--- src/rtl/irq_ack_pkg.sv ---
package irq_ack_pkg;
  localparam int unsigned DATA_W       = 32;
  localparam int unsigned ID_FIELD_W   = 10;
  localparam int unsigned SRC_W        = 3;
  localparam int unsigned SRC_LSB      = 10;
  localparam int unsigned ID_RSVD_LO   = 1020;
  localparam logic [ID_FIELD_W-1:0] ID_SPURIOUS  = 10'd1023;
  localparam logic [ID_FIELD_W-1:0] ID_WRONG_GRP = 10'd1022;

  typedef enum logic [1:0] {
    RESP_GRANT,
    RESP_SPURIOUS,
    RESP_WRONG_GRP
  } resp_kind_e;
endpackage

--- src/rtl/irq_state_cell.sv ---
module irq_state_cell (
  input  logic clk,
  input  logic rst_n,
  input  logic irq_i,
  input  logic edge_i,
  input  logic ack_i,
  output logic pend_o,
  output logic act_o
);
  logic pend_q, pend_d;
  logic act_q, act_d;
  logic prev_q;
  logic rise;

  always_comb begin
    rise  = irq_i & ~prev_q;
    act_d = act_q | ack_i;
    if (edge_i) begin
      pend_d = rise | (pend_q & ~ack_i);
    end else begin
      pend_d = irq_i;
    end
  end

  always_ff @(posedge clk or negedge rst_n) begin
    if (!rst_n) begin
      pend_q <= 1'b0;
      act_q  <= 1'b0;
      prev_q <= 1'b0;
    end else begin
      pend_q <= pend_d;
      act_q  <= act_d;
      prev_q <= irq_i;
    end
  end

  assign pend_o = pend_q;
  assign act_o  = act_q;


  ack_sets_act_chk: assert property (@(posedge clk) disable iff (!rst_n)
    ack_i |=> act_q);

  act_sticky_chk: assert property (@(posedge clk) disable iff (!rst_n)
    act_q |=> act_q);

  edge_rise_pend_chk: assert property (@(posedge clk) disable iff (!rst_n)
    (edge_i && irq_i && !prev_q) |=> pend_q);

  edge_ack_clear_chk: assert property (@(posedge clk) disable iff (!rst_n)
    (edge_i && ack_i && !(irq_i && !prev_q)) |=> !pend_q);
endmodule

--- src/rtl/irq_prio_select.sv ---
module irq_prio_select #(
  parameter int unsigned NUM_IRQ = 8,
  parameter int unsigned PRIO_W  = 4,
  parameter int unsigned IDX_W   = 3
) (
  input  logic [NUM_IRQ-1:0]        cand_i,
  input  logic [NUM_IRQ*PRIO_W-1:0] prio_i,
  output logic                      found_o,
  output logic [IDX_W-1:0]          idx_o,
  output logic [PRIO_W-1:0]         prio_o
);
  logic [PRIO_W-1:0] prio_arr [NUM_IRQ];

  for (genvar g = 0; g < NUM_IRQ; g++) begin : g_unpack
    assign prio_arr[g] = prio_i[g*PRIO_W +: PRIO_W];
  end

  always_comb begin
    found_o = 1'b0;
    idx_o   = '0;
    prio_o  = '1;
    for (int i = 0; i < NUM_IRQ; i++) begin
      if (cand_i[i] && (!found_o || (prio_arr[i] < prio_o))) begin
        found_o = 1'b1;
        idx_o   = IDX_W'(i);
        prio_o  = prio_arr[i];
      end
    end
  end
endmodule

--- src/rtl/irq_ack_resp.sv ---
module irq_ack_resp
  import irq_ack_pkg::*;
#(
  parameter int unsigned NUM_SGI = 2,
  parameter int unsigned IDX_W   = 3
) (
  input  logic                     found_i,
  input  logic [IDX_W-1:0]         idx_i,
  input  logic                     grp_one_i,
  input  logic [NUM_SGI*SRC_W-1:0] sgi_src_i,
  input  logic                     dist_en_i,
  input  logic                     cpu_en_i,
  input  logic                     sec_off_i,
  input  logic                     rd_secure_i,
  output logic [DATA_W-1:0]        data_o,
  output logic                     grant_o
);
  resp_kind_e        kind;
  logic [SRC_W-1:0]  src;

  always_comb begin
    if (!(dist_en_i && cpu_en_i) || !found_i) begin
      kind = RESP_SPURIOUS;
    end else if (sec_off_i || rd_secure_i) begin
      kind = grp_one_i ? RESP_WRONG_GRP : RESP_GRANT;
    end else begin
      kind = grp_one_i ? RESP_GRANT : RESP_SPURIOUS;
    end
  end

  always_comb begin
    src = '0;
    for (int j = 0; j < NUM_SGI; j++) begin
      if (idx_i == IDX_W'(j)) src = sgi_src_i[j*SRC_W +: SRC_W];
    end
  end

  always_comb begin
    data_o  = '0;
    grant_o = 1'b0;
    unique case (kind)
      RESP_GRANT: begin
        grant_o = 1'b1;
        data_o[ID_FIELD_W-1:0]        = ID_FIELD_W'(idx_i);
        data_o[SRC_LSB +: SRC_W]      = src;
      end
      RESP_WRONG_GRP: data_o[ID_FIELD_W-1:0] = ID_WRONG_GRP;
      default:        data_o[ID_FIELD_W-1:0] = ID_SPURIOUS;
    endcase
  end
endmodule

--- src/rtl/irq_ack_unit.sv ---
module irq_ack_unit
  import irq_ack_pkg::*;
#(
  parameter int unsigned NUM_IRQ = 8,
  parameter int unsigned PRIO_W  = 4,
  parameter int unsigned NUM_SGI = 2
) (
  input  logic                        clk,
  input  logic                        rst_n,
  input  logic [NUM_IRQ-1:0]          irq_in,
  input  logic [NUM_IRQ-1:0]          trig_edge,
  input  logic [NUM_IRQ-1:0]          grp_one,
  input  logic [NUM_IRQ*PRIO_W-1:0]   prio_cfg,
  input  logic [NUM_SGI*3-1:0]        sgi_src,
  input  logic                        dist_en,
  input  logic                        cpu_en,
  input  logic                        sec_off,
  input  logic [PRIO_W-1:0]           prio_mask,
  input  logic                        rd_stb,
  input  logic                        rd_secure,
  output logic [31:0]                 rd_data,
  output logic [NUM_IRQ-1:0]          pend_o,
  output logic [NUM_IRQ-1:0]          act_o
);
  localparam int unsigned IDX_W = (NUM_IRQ > 1) ? $clog2(NUM_IRQ) : 1;

  logic [NUM_IRQ-1:0] cand;
  logic [NUM_IRQ-1:0] ack_vec;
  logic               found;
  logic [IDX_W-1:0]   sel_idx;
  logic [PRIO_W-1:0]  sel_prio;
  logic               grant;

  for (genvar g = 0; g < NUM_IRQ; g++) begin : g_cell
    assign cand[g]    = pend_o[g] & ~act_o[g] &
                        (prio_cfg[g*PRIO_W +: PRIO_W] < prio_mask);
    assign ack_vec[g] = rd_stb & grant & (sel_idx == IDX_W'(g));

    irq_state_cell u_cell (
      .clk    (clk),
      .rst_n  (rst_n),
      .irq_i  (irq_in[g]),
      .edge_i (trig_edge[g]),
      .ack_i  (ack_vec[g]),
      .pend_o (pend_o[g]),
      .act_o  (act_o[g])
    );
  end

  irq_prio_select #(
    .NUM_IRQ (NUM_IRQ),
    .PRIO_W  (PRIO_W),
    .IDX_W   (IDX_W)
  ) u_sel (
    .cand_i  (cand),
    .prio_i  (prio_cfg),
    .found_o (found),
    .idx_o   (sel_idx),
    .prio_o  (sel_prio)
  );

  irq_ack_resp #(
    .NUM_SGI (NUM_SGI),
    .IDX_W   (IDX_W)
  ) u_resp (
    .found_i     (found),
    .idx_i       (sel_idx),
    .grp_one_i   (grp_one[sel_idx]),
    .sgi_src_i   (sgi_src),
    .dist_en_i   (dist_en),
    .cpu_en_i    (cpu_en),
    .sec_off_i   (sec_off),
    .rd_secure_i (rd_secure),
    .data_o      (rd_data),
    .grant_o     (grant)
  );


  upper_zero_chk: assert property (@(posedge clk) disable iff (!rst_n)
    rd_data[31:13] == '0);

  disabled_spur_chk: assert property (@(posedge clk) disable iff (!rst_n)
    (rd_stb && !(dist_en && cpu_en)) |-> (rd_data[9:0] == ID_SPURIOUS && ack_vec == '0));

  sel_masked_chk: assert property (@(posedge clk) disable iff (!rst_n)
    found |-> (sel_prio < prio_mask && pend_o[sel_idx] && !act_o[sel_idx]));

  ns_group0_chk: assert property (@(posedge clk) disable iff (!rst_n)
    (rd_stb && found && !sec_off && !rd_secure && !grp_one[sel_idx])
      |=> act_o == $past(act_o));

  group1_block_chk: assert property (@(posedge clk) disable iff (!rst_n)
    (rd_stb && found && (sec_off || rd_secure) && grp_one[sel_idx])
      |=> act_o == $past(act_o));

  valid_id_range_chk: assert property (@(posedge clk) disable iff (!rst_n)
    (rd_stb && grant) |-> (rd_data[9:0] < 10'(NUM_IRQ)));

  single_ack_chk: assert property (@(posedge clk) disable iff (!rst_n)
    $countones(ack_vec) <= 1);
endmodule

--- config.mk ---
export PLATFORM = sky130hd
export DESIGN_NAME = irq_ack_unit
export DESIGN_NICKNAME = d
export VERILOG_FILES = /design/src/rtl/irq_ack_pkg.sv /design/src/rtl/irq_state_cell.sv /design/src/rtl/irq_prio_select.sv /design/src/rtl/irq_ack_resp.sv /design/src/rtl/irq_ack_unit.sv
export SDC_FILE = /design/constraint.sdc
export NUM_CORES = 1
export LEC_CHECK = 0
export ABC_CLOCK_PERIOD_IN_PS = 47100
export CELL_PAD_IN_SITES_DETAIL_PLACEMENT = 0
export CELL_PAD_IN_SITES_GLOBAL_PLACEMENT = 2
export CORE_MARGIN = 3
export CORE_UTILIZATION = 28
export CTS_BUF_LIST = sky130_fd_sc_hd__clkbuf_16
export CTS_CLUSTER_SIZE = 20
export DETAILED_ROUTE_END_ITERATION = 12
export PLACE_DENSITY = 0.95
export SLEW_MARGIN = 0
export SYNTH_ARGS = -nofsm -noshare
export SYNTH_HDL_FRONTEND = slang
export SYNTH_HIERARCHICAL = 1
export SYNTH_SLANG_ARGS = --single-unit
--- constraint.sdc ---
create_clock -name clk -period 47.1 [get_ports clk]
set_clock_uncertainty 0.1 [all_clocks]
set_input_delay 7.065 -clock clk [delete_from_list [all_inputs] [get_ports clk]]
set_output_delay 7.065 -clock clk [all_outputs]
set_load 0.03 [all_outputs]
Word level (Yosys, flattened, before mapping)
Index checks and enable logic that the tools add are counted.
- magnitude comparators: 16
- eq/ne operators: 8
- mux-type cells: 41
- bitwise logic cells: 81
- reduce and logical (&&, ||, !) cells: 28
- operators by type and width (operator ; number):
    $lt 4x4->1 ; 15
    $and 1x1->1 ; 41
    $mux 4 ; 7
    $not 1->1 ; 24
    $mux 3 ; 7
    $mux 1 ; 20
    $pmux 10 s2 ; 1
    $or 1x1->1 ; 16
    $eq 3x3->1 const B ; 4
    $mux 2 ; 5
    $logic_not 1->1 ; 9
    $logic_or 1x1->1 ; 9
    $logic_and 1x1->1 ; 8
    $eq 3x2->1 const B ; 2
    $lt 3x4->1 const B ; 1
    $bmux 1 s3 ; 1
    $eq 3x1->1 const B ; 1
    $logic_not 3->1 ; 1
    $eq 2x2->1 const B ; 1
    $logic_not 2->1 ; 1
- bits in registers: 24
- bits of input ports: 73
- output and inout port bits: 48
- word-level logic and storage cells: 198

Logic depth before layout (Yosys ltp)
Gate-level depths: netlist of the first run.
- word-level depth: 45
- depth in mapped cells: 67
- mapped depth without buffers: 65

Cells and area by module
The synthesis of the first run kept the hierarchy.
- modules (own cells, without submodules) (module ; times used ; cells each ; area each (µm²) ; seq. area each (µm²)):
    irq_prio_select ; 1 ; 193 ; 1435.1 ; 0.0
    irq_state_cell ; 8 ; 7 ; 98.8 ; 75.1
    irq_ack_unit ; 1 ; 84 ; 701.9 ; 0.0
    irq_ack_resp ; 1 ; 44 ; 311.5 ; 0.0

Worst setup path before layout of the first run
OpenSTA, ideal clock, no wires.
- kind: input to output
- start: input port prio_mask[3]
- end: output port rd_data[10]
- data arrival time: 19.831 ns
- required time: 39.935 ns
- path slack: 20.104 ns
- stages: 64
- buffers on the path: 2
- cell sequence: inv_1 ha_1 a211oi_1 nand2_1 a31oi_1 buf_2 nor2b_1 ha_1 nand2_1 o311ai_4 a31oi_4 mux2i_1 inv_1 ha_1 o22a_1 nand3_1 nor3_1 a22oi_1 [28 not listed] o21ai_0 a21oi_1 inv_1 a31oi_1 mux2i_1 ha_1 a211oi_1 nand2_1 nor3_1 a221oi_4 o21ai_0 buf_6 mux4_1 mux2_2 o21ai_1 and3_4 inv_4 nor4_1
- cells in the longest elaborated chain, start to end: 38
- elaborated cells between the ends (all ways): 80
- RTL lines (element ; RTL line ; text):
    start, declared ; irq_ack_unit.sv:18 ; input logic [PRIO_W-1:0] prio_mask,
    $lt 4x4->1 * ; irq_ack_unit.sv:36 ; (prio_cfg[g*PRIO_W +: PRIO_W] < prio_mask);
    $and 1x1->1 * ; irq_ack_unit.sv:35 ; assign cand[g] = pend_o[g] & ~act_o[g] &
    net cand[0] ; irq_ack_unit.sv:27 ; logic [NUM_IRQ-1:0] cand;
    $mux 4 / $mux 1 (equally long branches) ; irq_prio_select.sv:23 ; if (cand_i[i] && (!found_o || (prio_arr[i] < prio_o))) begin
    $lt 4x4->1 / $logic_not 1->1 (equally long branches) ; irq_prio_select.sv:23 ;
    $logic_or 1x1->1 ; irq_prio_select.sv:23 ;
    $logic_and 1x1->1 ; irq_prio_select.sv:23 ;
    $mux 4 / $mux 1 (equally long branches) ; irq_prio_select.sv:23 ;
    [24 not listed] ; -- ;
    net sel_idx[0] ; irq_ack_unit.sv:30 ; logic [IDX_W-1:0] sel_idx;
    $bmux 1 s3 ; irq_ack_unit.sv:68 ; .grp_one_i (grp_one[sel_idx]),
    $mux 1 (not written as such) ; irq_ack_unit.sv:68 ;
    $mux 1 / $mux 2 (equally long branches) ; irq_ack_resp.sv:27, irq_ack_resp.sv:25 ;
    $mux 2 ; irq_ack_resp.sv:24 ; end else if (sec_off_i || rd_secure_i) begin
    $mux 2 ; irq_ack_resp.sv:22 ; if (!(dist_en_i && cpu_en_i) || !found_i) begin
    $logic_not 2->1 ; irq_ack_resp.sv:41 ; unique case (kind)
    $mux 3 * ; irq_ack_resp.sv:41 ;
    end, declared ; irq_ack_unit.sv:21 ; output logic [31:0] rd_data,
Mark *: on every way through the listed nets, which the timed path passes. The rest lies on a longest branch. The select of a mux whose other input is x is not followed.

Worst setup path in the final report of the first run
- start: input port prio_mask[3]
- end: output port rd_data[8]
- cells in the longest elaborated chain, start to end: 38
- elaborated cells between the ends (all ways): 77
- RTL lines (element ; RTL line):
    $lt 4x4->1 * ; irq_ack_unit.sv:36
    $and 1x1->1 * ; irq_ack_unit.sv:35
    net cand[0] ; irq_ack_unit.sv:27
    $mux 4 / $mux 1 (equally long branches) ; irq_prio_select.sv:23
    $lt 4x4->1 / $logic_not 1->1 (equally long branches) ; irq_prio_select.sv:23
    $logic_or 1x1->1 ; irq_prio_select.sv:23
    $logic_and 1x1->1 ; irq_prio_select.sv:23
    $mux 4 / $mux 1 (equally long branches) ; irq_prio_select.sv:23
    [24 not listed] ; --
    net sel_idx[0] ; irq_ack_unit.sv:30
    $bmux 1 s3 * ; irq_ack_unit.sv:68
    $mux 1 (not written as such) * ; irq_ack_unit.sv:68
    $mux 1 / $mux 2 (equally long branches) ; irq_ack_resp.sv:27, irq_ack_resp.sv:25
    $mux 2 * ; irq_ack_resp.sv:24
    $mux 2 * ; irq_ack_resp.sv:22
    $eq 2x2->1 / $logic_not 2->1 (equally long branches) ; irq_ack_resp.sv:41
    $pmux 10 s2 * ; irq_ack_resp.sv:41
Marks and branches as above.

==> results of run 1 <==
-- where the power goes --
part	internal (mW)	switching, mW	leakage (nW)
clock network	0.0169	0.00702	0.0511
registers	0.0249	0.00382	0.285
logic	0.0583	0.0744	1.53
-- critical path: cells and delay by family --
family,cells,cell delay [ps]
compound gates,24,5400
fa+ha+maj,8,2080
buf+inv,10,2030
mux,7,2500
simple gates,15,2950
-- stage by stage --
stage	area, um2	total power [mW]
after detailed placement	4220	0.162
final	4330	0.185
after CTS	4330	0.187
after floorplan	3240	0.126
after global routing	4330	0.200
after global placement	4220	0.160
-- layout by cell type (no fill, tap or decap), types with 2 or more instances in the layout --
master and count:
and2_1 2, nand4b_1 2, nor4_1 3, maj3_1 3, nor3_1 5, nand2_1 31
a21boi_0 4, conb_1 19, ha_1 36, o221ai_1 2, nand2b_1 15, a211oi_1 9
a31oi_1 9, a21oi_1 15, a32o_1 8, or2_2 2, nor2_1 26, o21ai_1 4
a21o_1 10, and3_1 2, or3_1 3, a31oi_4 2, nand3_1 6, nor2b_1 2
clkdlybuf4s50_1 101, nand4_1 3, clkbuf_16 3, dfrtp_1 24, mux4_1 2, or2_1 8
mux2i_1 16, mux2_2 4, o211ai_1 4, nand3b_1 5, inv_1 30, o21ai_0 8
-- layout make-up --
cell class / count / share of cell area [%]
Tap cell: 140 / 4.05
Multi-Input combinational cell: 302 / 53.3
Sequential cell: 24 / 13.9
Timing Repair Buffer: 102 / 23.5
Inverter: 32 / 2.83
Clock inverter: 1 / 0.694
Clock buffer: 3 / 1.73
-- how the worst min path moves through the flow --
stage / from / end / slack (ps) / cells past startpoint
final: g_cell[1].u_cell/act_o$_DFF_PN0_ / g_cell[1].u_cell/act_o$_DFF_PN0_ / 400 / 1
after CTS: g_cell[1].u_cell/act_o$_DFF_PN0_ / g_cell[1].u_cell/act_o$_DFF_PN0_ / 400 / 1
after detailed placement: g_cell[2].u_cell/act_o$_DFF_PN0_ / g_cell[2].u_cell/act_o$_DFF_PN0_ / 380 / 1
after floorplan: g_cell[0].u_cell/prev_q$_DFF_PN0_ / g_cell[0].u_cell/pend_o$_DFF_PN0_ / 430 / 2
after global placement: g_cell[1].u_cell/act_o$_DFF_PN0_ / g_cell[1].u_cell/act_o$_DFF_PN0_ / 380 / 1
after global routing: g_cell[1].u_cell/act_o$_DFF_PN0_ / g_cell[1].u_cell/act_o$_DFF_PN0_ / 410 / 1
-- sequential cells by signal (all words and copies together) (netlist names) --
| signal | flops |
|---|---|
| g_cell.u_cell/act_o | 8 |
| g_cell.u_cell/pend_o | 8 |
| g_cell.u_cell/prev_q | 8 |
-- metal layers --
layer	up-vias	share of wire, %	track usage [%]
met2	84	47	22.8
li1	1507	-	-
met3	2	4.6	2.37
met5	-	0	0
met1	1394	48	20.4
met4	0	0.25	1.20
==> reports/metrics.csv, run 1 <==
stage;metric;value;unit
run;drv_cap;0;
timing;worst_pin_slew;1070;ps
critical_path;ff2ff_path_depth;63;
finish;register_area;601;um2
floorplanning;num_io_pins;121;
timing;finalHoldViolations;0;
critical_path;cp-startpoint;prio_mask[3];
cts;postCtsSetupBuffers;0;
synthesis;synth.avg_cell_area;8.62;um2
cts;hold_buffers;0;
critical_path;setup.worst_path.end;rd_data[8];
timing;tns;0;ps
critical_path;path_max_fanout;12;
timing;relSlewSlack;28.3;%
timing;drv_slew;0;
routing;initialDrtViolationCount;155;
critical_path;cp-start-kind;input port;
cts;cts_buffers;3;
synthesis;yosys_warnings;6;
finish;syn2layout_area_growth;36.5;%
finish;multi_input_area;2310;um2
run_status;status;finished clean;
grt;overflow;0;
critical_path;slowest_delay;720;ps
critical_path;crit_top_cell;ha_1;
finish;fin_util;39.6;%
critical_path;crit_arrival;22020;ps
placement;io_buffers;101;
placement;gp_congestion;0.803;
hold_path;hold_class;flop to flop;
timing;setup_viol;0;
critical_path;r2r_slack;32770;ps
cts;clockBufferDepth;2;
critical_path;crit_type;input port to primary output;
cts;cts_resized;0;
placement;dp_cells;600;
grt;grt_pass1_wl;14900;um
critical_path;cp.required;39940;ps
cts;cts.reportedPaths.clkPinSlew;60;ps
finish;n_antenna_cell;0;
placement;dp_hpwl;7780;um
cts;cts_sinks;24;
power;p_per_area;42.8;nW/um2
finish;fillCellCount;1139;
timing;rsz0062_at_grt;false;
floorplanning;initial_core_util;29.0;%
finish;drive_gt1_share;6.47;%
cts;cts_tree;built;
floorplanning;die_w;112;um
finish;fin_nets;574;
critical_path;r2r_end;g_cell[0].u_cell/pend_o$_DFF_PN0_;
routing;finalWirelength;9150;um
critical_path;endpoint_kind;primary output;
floorplanning;rows;38;
power;p_leak;1.86;nW
grt;track_usage;14.1;%
grt;grt_max_degree;25;
cts;worstSkewPairLatency;260;ps
timing;setup_ws;17910;ps
floorplanning;core-area;10900;um2
routing;drcViolationCount;0;
critical_path;r2r-start;g_cell[0].u_cell/act_o$_DFF_PN0_;
synthesis;netlist_area;3170;um2
routing;ant_nets;0;
critical_path;cp_slowest_cell;a31oi_1;
power;ir_worst_vdd;0.0215;mV
routing;wl_per_cell;15.2;um
routing;firstDrtPassIters;4;
routing;vias;2987;
synthesis;netlist_instances;368;
grt;grt_pass1_vias;2915;
timing;fin_crit_sh;62.0;%
finish;fin_cells;604;
routing;post_drt_via_cell_ratio;4.95;
floorplanning;dieArea;12600;um2
timing;period_needed;29190;ps
grt;antenna_found_initial;0;
cts;root_buffer;clkbuf_16;
placement;pre_cts_ws;18000;ps
cts;htreeDepth;1;
floorplanning;die_h;112;um
timing;worst_hold_slack;395;ps
timing;max_freq;0.0343;GHz
No activity file was read; power rests on OpenSTA's default activity.
==> run 2, diff against run 1 <==
--- a/config.mk
+++ b/config.mk
@@ -5,15 +5,15 @@
 export SDC_FILE = /design/constraint.sdc
 export NUM_CORES = 1
 export LEC_CHECK = 0
-export ABC_CLOCK_PERIOD_IN_PS = 47100
+export ABC_CLOCK_PERIOD_IN_PS = 28900
 export CELL_PAD_IN_SITES_DETAIL_PLACEMENT = 0
 export CELL_PAD_IN_SITES_GLOBAL_PLACEMENT = 2
 export CORE_MARGIN = 3
-export CORE_UTILIZATION = 28
+export CORE_UTILIZATION = 26
 export CTS_BUF_LIST = sky130_fd_sc_hd__clkbuf_16
 export CTS_CLUSTER_SIZE = 20
 export DETAILED_ROUTE_END_ITERATION = 12
-export PLACE_DENSITY = 0.95
+export PLACE_DENSITY = 0.93
 export SLEW_MARGIN = 0
 export SYNTH_ARGS = -nofsm -noshare
 export SYNTH_HDL_FRONTEND = slang
==> constraint.sdc (replaced) <==
create_clock -name clk -period 28.9 [get_ports clk]
set_clock_uncertainty 0.1 [all_clocks]
set_input_delay 4.335 -clock clk [delete_from_list [all_inputs] [get_ports clk]]
set_output_delay 4.335 -clock clk [all_outputs]
set_load 0.03 [all_outputs]
==> reports/metrics.csv, run 2 (synthesized netlist as in run 1, its figures left out) <==
stage;metric;value;unit;change
finish;register_area;601;um2;unchanged
floorplanning;dieArea;13600;um2;was 12600 um2
routing;firstDrtPassIters;4;;unchanged
timing;rsz0062_at_grt;false;;unchanged
grt;overflow;0;;unchanged
routing;post_drt_via_cell_ratio;4.99;;was 4.95
timing;worst_pin_slew;1100;ps;was 1070 ps
finish;final_common_cell;clkdlybuf4s50_1;;unchanged
hold_path;hold_class;flop to flop;;unchanged
placement;io_buffers;101;;unchanged
timing;drv_slew;0;;unchanged
critical_path;r2r-start;g_cell[0].u_cell/act_o$_DFF_PN0_;;unchanged
timing;max_freq;0.0414;GHz;
timing;finalHoldViolations;0;;unchanged
finish;drive_gt1_share;6.05;%;was 6.47%
power;p_leak;1.85;nW;was 1.86 nW
run_status;status;finished clean;;unchanged
cts;cts_tree;built;;unchanged
routing;wl_per_cell;15.2;um;about the same
timing;tns;0;ps;unchanged
grt;track_usage;13.1;%;was 14.1%
timing;period_needed;24140;ps;
power;ir_worst_vdd;0.0299;mV;was 0.0215 mV
cts;root_buffer;clkbuf_16;;unchanged
timing;worst_hold_slack;405;ps;was 395 ps
routing;drcViolationCount;0;;unchanged
floorplanning;initial_core_util;27.2;%;was 29.0%
floorplanning;num_io_pins;121;;unchanged
timing;setup_viol;0;;unchanged
critical_path;r2r_slack;14170;ps;was 32770 ps
grt;grt_max_degree;25;;unchanged
critical_path;ff2ff_path_depth;61;;was 63
floorplanning;die_w;116;um;was 112 um
routing;initialDrtViolationCount;162;;was 155
critical_path;crit_family;compound AO/OA/AOI/OAI gates;;unchanged
placement;gp_congestion;0.821;;was 0.803
critical_path;crit_top_cell;ha_1;;unchanged
cts;clockBufferDepth;2;;unchanged
power;p_per_area;68.0;nW/um2;was 42.8 nW/um2
floorplanning;die_h;116;um;was 112 um
cts;htreeDepth;1;;unchanged
finish;fin_nets;573;;was 574
grt;grt_pass1_wl;14500;um;was 14900 um
critical_path;r2r_end;g_cell[0].u_cell/act_o$_DFF_PN0_;;was g_cell[0].u_cell/pend_o$_DFF_PN0_
cts;hold_buffers;0;;unchanged
floorplanning;core-area;11700;um2;was 10900 um2
critical_path;crit_type;input port to primary output;;unchanged
critical_path;endpoint_kind;primary output;;unchanged
critical_path;worst-path-buf-inv;10;;unchanged
critical_path;slowest_delay;730;ps;was 720 ps
hold_path;min_to;g_cell[4].u_cell/act_o$_DFF_PN0_;;was g_cell[1].u_cell/act_o$_DFF_PN0_
finish;fillCellCount;1208;;was 1139
floorplanning;rows;39;;was 38
critical_path;cp.required;24470;ps;was 39940 ps
routing;finalWirelength;9230;um;was 9150 um
routing;ant_nets;0;;unchanged
cts;worstSkewPairLatency;260;ps;about the same
critical_path;cp-start-kind;input port;;unchanged
critical_path;cp_slowest_cell;clkdlybuf4s50_1;;was a31oi_1
timing;relSlewSlack;26.4;%;was 28.3%
finish;n_antenna_cell;0;;unchanged
hold_path;whs_path_depth;1;;unchanged
cts;cts_sinks;24;;unchanged
critical_path;crit_arrival;19710;ps;was 22020 ps
finish;multi_input_area;2310;um2;unchanged
timing;fin_crit_sh;83.5;%;
grt;antenna_found_initial;0;;unchanged
finish;final_cell_mix;clkdlybuf4s50_1, ha_1, nand2_1, inv_1, nor2_1;;unchanged
hold_path;hp-start;g_cell[4].u_cell/act_o$_DFF_PN0_;;was g_cell[1].u_cell/act_o$_DFF_PN0_
cts;cts.reportedPaths.clkPinSlew;60;ps;about the same
grt;grt_pass1_vias;3006;;was 2915
critical_path;path_max_fanout;12;;unchanged
cts;postCtsSetupBuffers;0;;unchanged
finish;syn2layout_area_growth;35.6;%;was 36.5%
cts;cts_resized;0;;unchanged
cts;cts_buffers;3;;unchanged
routing;vias;3024;;was 2987
run;drv_cap;0;;unchanged
placement;dp_hpwl;7850;um;was 7780 um
run 2: changes by cell type in the layout (fill, tap and decap cells not counted), sizes merged:
cell    change
bufinv      -1
buf         -1
clkinv      +1
run 2: metrics by stage:
step	area [um2]	util, %	std cells	setup slack [ps]	total power [mW]
after global placement	4220	36.2	602	5190	0.259
after floorplan	3240	-	386	7540	0.206
after CTS	4300	36.9	606	4770	0.295
after global routing	4300	36.9	606	3390	0.318
after detailed placement	4220	36.2	602	4830	0.264
final	4300	36.9	606	4760	0.292
run 2: worst register-to-register path: cells and delay by family (launching register included):
family,cells,cell delay [ps]
compound gates,24,6130
fa+ha+maj,7,1810
simple gates,16,2920
flops,1,400
buf+inv,6,470
mux,8,2800
run 2: area by class of cell:
| cell class | instances | share of cell area (%) |
|---|---|---|
| Sequential cell | 24 | 14.0 |
| Inverter | 32 | 2.85 |
| Multi-Input combinational cell | 302 | 53.7 |
| Clock inverter | 1 | 0.0873 |
| Tap cell | 143 | 4.16 |
| Clock buffer | 3 | 1.75 |
| Timing Repair Buffer | 101 | 23.5 |
run 2: how the worst max path moves through the flow:
stage	to	start	slack (ps)	cells past startpoint
2_1_floorplan	rd_data[10]	prio_mask[3]	7540	64
4_1_cts	rd_data[10]	prio_mask[3]	4770	64
3_5_place_dp	rd_data[10]	prio_mask[3]	4830	64
5_1_grt	rd_data[12]	prio_mask[3]	3390	64
6_report	rd_data[10]	prio_mask[3]	4760	64
3_3_place_gp	rd_data[12]	prio_mask[3]	5190	64
run 2: routing by layer:
layer	vias up	GRT usage, %	routed length (um)
li1	1510	-	-
met1	1425	18.0	4220
met2	85	22.2	4440
met3	4	2.28	515
met4	0	1.31	57
met5	-	0	0
run 2: power by group:
group / internal, mW / switching, mW / leakage [nW] / total (mW)
combinational: 0.0936 / 0.122 / 1.52 / 0.216
clock: 0.0185 / 0.0113 / 0.0385 / 0.0298
sequential: 0.0406 / 0.00589 / 0.285 / 0.0465
==> run 3, diff against run 2 <==
--- a/config.mk
+++ b/config.mk
@@ -5,15 +5,15 @@
 export SDC_FILE = /design/constraint.sdc
 export NUM_CORES = 1
 export LEC_CHECK = 0
-export ABC_CLOCK_PERIOD_IN_PS = 28900
+export ABC_CLOCK_PERIOD_IN_PS = 20600
 export CELL_PAD_IN_SITES_DETAIL_PLACEMENT = 0
 export CELL_PAD_IN_SITES_GLOBAL_PLACEMENT = 2
 export CORE_MARGIN = 3
-export CORE_UTILIZATION = 26
+export CORE_UTILIZATION = 23
 export CTS_BUF_LIST = sky130_fd_sc_hd__clkbuf_16
 export CTS_CLUSTER_SIZE = 20
 export DETAILED_ROUTE_END_ITERATION = 12
-export PLACE_DENSITY = 0.93
+export PLACE_DENSITY = 0.87
 export SLEW_MARGIN = 0
 export SYNTH_ARGS = -nofsm -noshare
 export SYNTH_HDL_FRONTEND = slang
==> constraint.sdc (replaced) <==
create_clock -name clk -period 20.6 [get_ports clk]
set_clock_uncertainty 0.1 [all_clocks]
set_input_delay 3.09 -clock clk [delete_from_list [all_inputs] [get_ports clk]]
set_output_delay 3.09 -clock clk [all_outputs]
set_load 0.03 [all_outputs]
==> reports/metrics.csv, run 3 (synthesized netlist as in run 1, its figures left out) <==
stage;metric;value;unit;change
cts;cts_tree;built;;unchanged
hold_path;hold_class;flop to flop;;unchanged
routing;vias;3037;;was 3024
routing;wl_met1;4730;um;was 4220 um
timing;drv_slew;0;;unchanged
timing;max_freq;0.0512;GHz;
timing;period_needed;19520;ps;
critical_path;r2r-start;g_cell[0].u_cell/act_o$_DFF_PN0_;;unchanged
power;p_sw;202;uW;was 140 uW
cts;htreeDepth;1;;unchanged
critical_path;cp.required;17410;ps;was 24470 ps
critical_path;r2r_end;g_cell[0].u_cell/pend_o$_DFF_PN0_;;was g_cell[0].u_cell/act_o$_DFF_PN0_
timing;fin_crit_sh;94.8;%;
floorplanning;initial_core_util;23.8;%;was 27.2%
finish;multi_input_area;2330;um2;was 2310 um2
run;drv_cap;0;;unchanged
floorplanning;rows;42;;was 39
critical_path;endpoint_kind;primary output;;unchanged
critical_path;crit_top_cell;ha_1;;unchanged
timing;worst_pin_slew;1060;ps;was 1100 ps
critical_path;crit_type;input port to primary output;;unchanged
critical_path;ff2ff_path_depth;62;;was 61
power;power_frac_seq;15.3;%;was 15.9%
power;swShare;46.5;%;was 47.7%
cts;root_buffer;clkbuf_16;;unchanged
timing;rsz0062_at_grt;false;;unchanged
routing;initialDrtViolationCount;194;;was 162
cts;clockBufferDepth;2;;unchanged
routing;dr_wl_met2;4710;um;was 4440 um
hold_path;min_to;g_cell[4].u_cell/act_o$_DFF_PN0_;;unchanged
critical_path;crit_arrival;16330;ps;was 19710 ps
finish;final_common_cell;clkdlybuf4s50_1;;unchanged
grt;grt_max_degree;25;;unchanged
grt;grt_pass1_wl;15400;um;was 14500 um
cts;cts_sinks;24;;unchanged
critical_path;r2r_slack;7730;ps;was 14170 ps
critical_path;cp-start-kind;input port;;unchanged
power;p_comb_share;72.0;%;was 73.9%
power;p_clk_share;12.7;%;was 10.2%
floorplanning;die_w;123;um;was 116 um
routing;firstDrtPassIters;4;;unchanged
finish;fin_nets;582;;was 573
run_status;status;finished clean;;unchanged
cts;cts_buffers;3;;unchanged
finish;register_area;601;um2;unchanged
grt;antenna_found_initial;0;;unchanged
routing;drcViolationCount;0;;unchanged
placement;io_buffers;101;;unchanged
routing;routed-wl-met3;448;um;was 515 um
routing;finalWirelength;9980;um;was 9230 um
timing;setup_viol;0;;unchanged
placement;gp_congestion;0.833;;was 0.821
finish;syn2layout_area_growth;39.9;%;was 35.6%
grt;overflow;0;;unchanged
floorplanning;dieArea;15200;um2;was 13600 um2
power;p_per_area;97.8;nW/um2;was 68.0 nW/um2
cts;cts.reportedPaths.clkPinSlew;60;ps;about the same
routing;post_drt_via_cell_ratio;4.69;;was 4.99
power;p_int;232;uW;was 153 uW
power;p_leak;1.91;nW;was 1.85 nW
grt;track_usage;12.7;%;was 13.1%
routing;highest_layer;met4;;unchanged
timing;tns;0;ps;unchanged
floorplanning;core-area;13300;um2;was 11700 um2
grt;grt_pass1_vias;2969;;was 3006
floorplanning;num_io_pins;121;;unchanged
cts;worstSkewPairLatency;260;ps;about the same
finish;fillCellCount;1433;;was 1208
critical_path;path_max_fanout;10;;was 12
placement;dp_hpwl;8400;um;was 7850 um
routing;ant_nets;0;;unchanged
finish;final_cell_mix;clkdlybuf4s50_1, ha_1, nand2_1, inv_1, nor2_1;;unchanged
power;total_power;434;uW;was 292 uW
routing;wl_per_cell;15.4;um;was 15.2 um
hold_path;whs_path_depth;1;;unchanged
timing;relSlewSlack;29.1;%;was 26.4%
critical_path;cp_slowest_cell;mux4_1;;was clkdlybuf4s50_1
timing;finalHoldViolations;0;;unchanged
hold_path;hp-start;g_cell[4].u_cell/act_o$_DFF_PN0_;;unchanged
critical_path;slowest_delay;600;ps;was 730 ps
finish;drive_gt1_share;11.7;%;was 6.05%
floorplanning;die_h;123;um;was 116 um
power;ir_worst_vdd;0.0454;mV;was 0.0299 mV
finish;n_antenna_cell;0;;unchanged
==> run 3: changes by cell type in the layout (fill, tap and decap cells not counted), moves of 2 or more <==
| cell | change |
|---|---|
| clkdlybuf4s50_1 | -13 |
| buf_4 | +21 |
| clkinvlp_4 | +2 |
| inv_1 | -2 |
==> run 3: worst max-delay path by stage <==
stage | startpoint | end | slack (ps) | depth (start not counted)
final | prio_mask[3] | rd_data[10] | 1080 | 64
after CTS | prio_mask[1] | rd_data[0] | 780 | 61
after floorplan | prio_mask[3] | rd_data[10] | 1730 | 64
after global routing | prio_mask[3] | rd_data[11] | 30 | 64
after global placement | prio_mask[1] | rd_data[0] | 1040 | 61
after detailed placement | prio_mask[1] | rd_data[0] | 820 | 61
==> run 3: final cells by class <==
class                   instances  share of cell area [%]
multi-input cells             302                    52.5
repair buffers                110                    23.7
flip-flops and latches         24                    13.5
well taps                     176                    4.97
inverters                      32                    2.93
clock buffers                   3                    1.69
clock inverters                 1                   0.677
==> run 3: layer usage <==
metal / vias up / global-route usage (%)
met4: 0 / 1.87
met5: - / 0
met2: 79 / 21.1
li1: 1531 / -
met3: 8 / 1.56
met1: 1419 / 17.9
==> run 3: what timing repair did <==
item	4_1_cts	5_1_grt
gates resized for setup	0	9
hold buffers	0	0
setup buffers	0	2
endpoints found under the setup margin	0	13
==> run 3: stage by stage <==
stage | setup slack [ps] | area [um2] | cells | hold slack, ps | util (%)
global placement | 1040 | 4280 | 642 | 384 | 32.1
CTS | 781 | 4390 | 646 | 406 | 32.9
global route | 28.7 | 4430 | 648 | 440 | 33.2
finish | 1080 | 4430 | 648 | 397 | 33.2
detailed placement | 820 | 4280 | 642 | 388 | 32.1
floorplan | 1730 | 3240 | 386 | 429 | -
==> run 3: power by group through the flow <==
stage	combinational, mW	clock [mW]	sequential, mW
finish	0.312	0.0552	0.0663
global route	0.342	0.0591	0.0681
CTS	0.311	0.0570	0.0667
detailed placement	0.309	0	0.0675
global placement	0.306	0	0.0676
floorplan	0.207	0	0.0817
==> run 3: worst max-delay path: cells and delay by family <==
family          cells  cell delay, ps
mux                 8            2590
buf+inv            11            1680
compound gates     25            4810
fa+ha+maj           8            2260
simple gates       12            1890
